$ cat src/rtl/abs_map_pkg.sv
package abs_map_pkg;

    localparam int ABS_W    = 64;
    localparam int NARROW_W = 32;

    typedef enum logic [1:0] {
        RGN_MEM  = 2'd0,
        RGN_IO   = 2'd1,
        RGN_FIRM = 2'd2
    } region_e;

    localparam logic [2:0] PERM_RWX = 3'b111;

    typedef struct packed {
        logic [ABS_W-1:0] paddr;
        region_e          region;
        logic [2:0]       perm;
    } map_result_t;

    // Region of a narrow address on the newer architecture level.
    function automatic region_e narrow_region(input logic [NARROW_W-1:0] a);
        if (a[31:28] != 4'hF)      return RGN_MEM;
        else if (a[27:24] != 4'h0) return RGN_IO;
        else                       return RGN_FIRM;
    endfunction

endpackage

$ cat src/rtl/amap_wide_path.sv
module amap_wide_path
    import abs_map_pkg::*;
#(
    parameter int PA_W = 40
) (
    input  logic [PA_W-1:0]  addr,
    output logic [ABS_W-1:0] paddr
);
    localparam int EXT_W = ABS_W - PA_W;

    // Truncate to the physical width, then replicate its top bit.
    assign paddr = {{EXT_W{addr[PA_W-1]}}, addr};
endmodule

$ cat src/rtl/amap_narrow_path.sv
module amap_narrow_path
    import abs_map_pkg::*;
#(
    parameter int PA_W = 40
) (
    input  logic [NARROW_W-1:0] addr,
    input  logic                newarch,
    output logic [ABS_W-1:0]    paddr,
    output region_e             region
);
    localparam int               FW_LSB  = PA_W - 4;
    localparam logic [ABS_W-1:0] FW_MASK = {ABS_W{1'b1}} << FW_LSB;
    localparam int               HI_W    = ABS_W - NARROW_W;

    region_e          decoded;
    logic [ABS_W-1:0] zext;
    logic [ABS_W-1:0] sext;

    assign decoded = narrow_region(addr);
    assign zext    = {{HI_W{1'b0}}, addr};
    assign sext    = {{HI_W{addr[NARROW_W-1]}}, addr};

    always_comb begin
        if (!newarch) begin
            paddr  = zext;
            region = RGN_MEM;
        end else begin
            region = decoded;
            unique case (decoded)
                RGN_IO:   paddr = sext;
                RGN_FIRM: paddr = zext | FW_MASK;
                default:  paddr = zext;
            endcase
        end
    end
endmodule

$ cat src/rtl/amap_result_reg.sv
module amap_result_reg
    import abs_map_pkg::*;
(
    input  logic        clk,
    input  logic        rst,
    input  logic        load,
    input  map_result_t d,
    output logic        valid,
    output map_result_t q
);
    always_ff @(posedge clk) begin
        if (rst) begin
            valid <= 1'b0;
            q     <= '0;
        end else begin
            valid <= load;
            if (load) q <= d;
        end
    end
endmodule

$ cat src/rtl/abs_phys_map.sv
module abs_phys_map
    import abs_map_pkg::*;
#(
    parameter int PA_W = 40
) (
    input  logic        clk,
    input  logic        rst,
    input  logic        in_valid,
    input  logic [63:0] in_addr,
    input  logic        in_wide,
    input  logic        in_newarch,
    output logic        out_valid,
    output logic [63:0] out_paddr,
    output logic [1:0]  out_region,
    output logic [2:0]  out_perm
);
    logic [ABS_W-1:0] wide_pa;
    logic [ABS_W-1:0] narrow_pa;
    region_e          narrow_rg;
    map_result_t      next_res;
    map_result_t      cur_res;

    amap_wide_path #(.PA_W(PA_W)) wide_i (
        .addr  (in_addr[PA_W-1:0]),
        .paddr (wide_pa)
    );

    amap_narrow_path #(.PA_W(PA_W)) narrow_i (
        .addr    (in_addr[NARROW_W-1:0]),
        .newarch (in_newarch),
        .paddr   (narrow_pa),
        .region  (narrow_rg)
    );

    always_comb begin
        next_res.perm = PERM_RWX;
        if (in_wide) begin
            next_res.paddr  = wide_pa;
            next_res.region = RGN_MEM;
        end else begin
            next_res.paddr  = narrow_pa;
            next_res.region = narrow_rg;
        end
    end

    amap_result_reg out_i (
        .clk   (clk),
        .rst   (rst),
        .load  (in_valid),
        .d     (next_res),
        .valid (out_valid),
        .q     (cur_res)
    );

    assign out_paddr  = cur_res.paddr;
    assign out_region = cur_res.region;
    assign out_perm   = cur_res.perm;
endmodule

$ cat config.mk
export PLATFORM = sky130hd
export DESIGN_NAME = abs_phys_map
export DESIGN_NICKNAME = d
export VERILOG_FILES = /design/src/rtl/abs_map_pkg.sv /design/src/rtl/amap_wide_path.sv /design/src/rtl/amap_narrow_path.sv /design/src/rtl/amap_result_reg.sv /design/src/rtl/abs_phys_map.sv
export SDC_FILE = /design/constraint.sdc
export NUM_CORES = 1
export LEC_CHECK = 0
export ABC_AREA = 1
export BUFFER_PORTS_ARGS = -buffer_cell sky130_fd_sc_hd__buf_2
export CAP_MARGIN = 30
export CORE_MARGIN = 2
export CORE_UTILIZATION = 48
export DETAILED_ROUTE_END_ITERATION = 8
export GPL_TIMING_DRIVEN = 0
export PLACE_DENSITY = 0.83
export SLEW_MARGIN = 25
export SYNTH_ARGS = -nofsm -noshare
export SYNTH_HDL_FRONTEND = slang
export SYNTH_HIERARCHICAL = 1
export SYNTH_SLANG_ARGS = --single-unit
export TNS_END_PERCENT = 5
$ cat constraint.sdc
create_clock -name clk -period 1.24 [get_ports clk]
set_input_delay 0.062 -clock clk [delete_from_list [all_inputs] [get_ports clk]]
set_output_delay 0.062 -clock clk [all_outputs]
set_load 0.01 [all_outputs]
# [Word level (Yosys, flattened, before mapping)]
# Index checks and enable logic that the tools add are counted.
[totals] latch_bits=0 wordCells=14 mem_bits_ro=0 in_bits=69 mem_bits_rw=0 n_memories=0 register_bits=68 output_inout_bits=70
[op_classes] div=0 order_cmp=0 add_sub_neg=0 mul=0 eq_ne=3 mux=6 n_reduce_logical=1 bitwise=0 n_shift=0
[ops] operator="case mux 64 bit (2 select lines)" count=1
[ops] operator="2-to-1 mux 66 bit" count=1
[ops] operator="2-to-1 mux 64 bit" count=1
[ops] operator="2-to-1 mux 2 bit" count=3
[ops] operator="!= test 4 bit (second input constant)" count=1
[ops] operator="nonzero test 4 bit" count=1
[ops] operator="equality test 2 x 1 -> 1 bit (second input constant)" count=1
[ops] operator="equality test 2 bit (second input constant)" count=1

# [Longest topological paths before layout]
[depth] depth_word=7 ltp_mapped=11 ltp_nobuf=10

# [By module]
# The synthesis kept the hierarchy.
[modules_own_cells] mod="amap_result_reg" area_per_inst_um2=2816.5 cells_per_inst=440 seq_area_each_um2=1401.3 n_inst=1
[modules_own_cells] mod="abs_phys_map" area_per_inst_um2=835.8 cells_per_inst=211 seq_area_each_um2=0.0 n_inst=1
[modules_own_cells] mod="amap_narrow_path" area_per_inst_um2=543.0 cells_per_inst=81 seq_area_each_um2=0.0 n_inst=1
[modules_own_cells] mod="amap_wide_path" area_per_inst_um2=480.5 cells_per_inst=64 seq_area_each_um2=0.0 n_inst=1

# [Worst setup path after synthesis]
# Ideal clock, no wire load.
[synth_path] path_kind="input port to flip-flop" from="input port in_addr[31]" to="register out_i/q[42] (netlist name)" setup_time_ns=0.064 arrival_ns=1.160 slack_ns=0.017 required_ns=1.176 path_buffers=1 stages=11 path_cell_list="nand2_1 -> nor2_2 -> nand2_2 -> inv_1 -> buf_4 -> nand2_1 -> nand2_1 -> inv_1 -> nand2_1 -> nand2_1 -> nor2_1"
[synth_rtl] element="from (decl)" line_no="abs_phys_map.sv:9" text="input logic [63:0] in_addr,"
[synth_rtl] element="to (signal assigned)" line_no="amap_result_reg.sv:14" text="q <= '0;"
[synth_rtl] element="to (signal assigned)" line_no="amap_result_reg.sv:17" text="if (load) q <= d;"
[synth_rtl] element="to (decl)" line_no="amap_result_reg.sv:9" text="output map_result_t q"

==> metrics.cfg <==
[run_status]
status=finished, final reports clean

[floorplanning]
rows=36
coreArea_um2=9590
start_util_pct=48.7
die_h_um=103
die-area_um2=10500
die_w_um=103
num_io_pins=139

[cells_and_area]
drive_above_1_share_pct=28.6
multi_input_area_um2=1830
syn_to_final_growth_pct=17.4
final_area_um2=5490
final_common_cell=nand2_1
finalNetCount=961
n_antenna_cell=0
final_cell_mix=334 x nand2_1, 146 x nor2_1, 130 x buf_4
regArea_um2=1400
fillers=1007

[global_route]
antenna_found_initial=0
grt_start_max_net_pins=29
grt_pass1_wl_um=16400
grt_pass1_vias=3817
grtUsageTotal_pct=19.4
grt_overflow=0

[sta]
hold_viol=0
whs_ns=0.0965
setup_ws_ns=0.0277
finalMaxSlewViolations=0
rsz0062_at_grt=yes
period_minus_slack_ns=1.21
min_period_over_period_pct=97.8
setup_viol=0
clock.fmax_mhz=825
fin_skew_ns=0

[run]
maxCapViolations=0

[logic_synthesis]
synth_seq_cells=70
synthTopCellsByArea=dfxtp_1 30%, nand2_1 27%, buf_4 21%
ys_seq_area_share_pct=30.0
syn_avg_cell_area_um2=5.87
yosys.area.top_type=dfxtp_1
syn-cell-area_um2=4680
synth_cells=796
yosysUniqueCellTypes=13
ys_warn_count=6
synth_top_area_share_pct=30.0

[clock_network]
tritoncts=built
cts_sinks=70
tritoncts.num_buffers=9
worstSkewPairLatency_ns=0.33
clockRootBuffer=clkbuf_8
htreeDepth=3
clk_path_buf_depth=2
clk_pin_slew_worst_paths_ns=0.07

[route]
wl_per_cell_um=9.42
vias_per_cell=4.05
wl_um=9690
ant_nets=0
dr.pass1.iters=4
via_count=4168
drcViolationCount=0
drt_iter0_drc=98

[worst_setup_path]
crit_slowest_cell=dlygate4sd3_1
max_stage_delay_ns=0.54
path_cells=dlygate4sd3_1 -> buf_2 -> inv_2 -> clkbuf_1 -> nand2_1 -> nor2_1
cp_max_fo=10
worstPathArrival_ns=1.48
path_delay_family=buffers and inverters
crit_path_end_kind=flop
path_buf_inv=4
critPathKind=in -> reg
cp_data_required_time_ns=1.51
r2r_slack_ns=0.63
worstSetupStartpointType=input pin

[place]
io_buffers=81
dpl-instance-area_um2=5260
pre_cts_ws_ns=-0.436
place.gp.congestion=0.777
dp_hpwl_um=6860

[power]
peakVddDrop_v=0.000452
powerDensity_nw_per_um2=1040
power_leakage_nw=3.41

[hold_path]
hold_path.class=in -> reg

==> metal layers <==
metal	GRT usage (%)	routed length [um]	share of wire, %	vias to the layer above
met5	0	0	0	-
met4	6.67	113	1.2	0
met3	6.17	725	7.5	11
met2	33.1	4390	45	88
met1	22.9	4450	46	1726
li1	-	-	-	2343
==> worst min-delay path: cells and delay by family <==
| family | cells | cell delay [ns] |
|---|---|---|
| buffers and inverters | 2 | 0.11 |
| AND/OR/NAND/NOR | 5 | 0.23 |
==> flip-flops by register name (all words and copies together), names as in the netlist <==
name / flops
out_i/q: 69
out_i/valid: 1
==> where the power goes <==
part,switching [mW],total [mW],internal (mW)
Clock,0.841,2.00,1.16
Sequential,0.0716,2.47,2.40
Combinational,0.627,1.21,0.579
==> kinds of logic (layout without fill, tap and decap cells) <==
family | count (synthesis) | in the layout | share of synthesized area, %
simple gates | 483 | 483 | 38.9
buf+inv | 242 | 339 | 31.0
flops | 70 | 70 | 30.0
other cells | 1 | 3 | 0.0802
==> cells in the mapped netlist (all sizes together) <==
master,count
nor2,147
nand3,1
buf,154
dfxtp,70
clkbuf,7
conb,1
nand2,335
inv,81
==> stage by stage <==
step	power (mW)	setup TNS (ns)	util, %	instances
final	5.68	0	57.2	1028
after detailed placement	3.74	-11.41	54.8	1012
after floorplan	3.42	0	-	798
after global routing	6.05	-0.783	57.2	1028
after global placement	3.71	-10.74	54.8	1012
after CTS	5.76	0	57.1	1027
==> layout make-up <==
| cell class | instances | share of cell area (%) |
|---|---|---|
| multi-input cells | 486 | 33.3 |
| flip-flops and latches | 70 | 25.5 |
| plain buffers | 161 | 21.0 |
| repair buffers | 82 | 7.57 |
| inverters | 81 | 5.61 |
| well taps | 133 | 3.03 |
| clock buffers | 10 | 2.51 |
| clock inverters | 4 | 1.32 |
| repair inverters | 1 | 0.137 |
==> what timing repair did <==
item                                    4_1_cts  5_1_grt
setup buffers                                 0        0
hold endpoints to repair                      1        0
endpoints found under the setup margin       27       59
cloned                                        0        1
resized for setup                             1        6
hold buffers                                  1        0
==> final timing paths <==
| path | start | to | cells past startpoint |
|---|---|---|---|
| worst max-delay path | rst | out_i/q[46] | 6 |
| worst min-delay path | in_addr[17] | out_i/q[22] | 7 |
| worst max register to register | out_i/q[34] | out_i/q[34] | 2 |
| worst min register to register | out_i/q[40] | out_i/q[40] | 2 |
No activity file was read; power rests on OpenSTA's default activity.
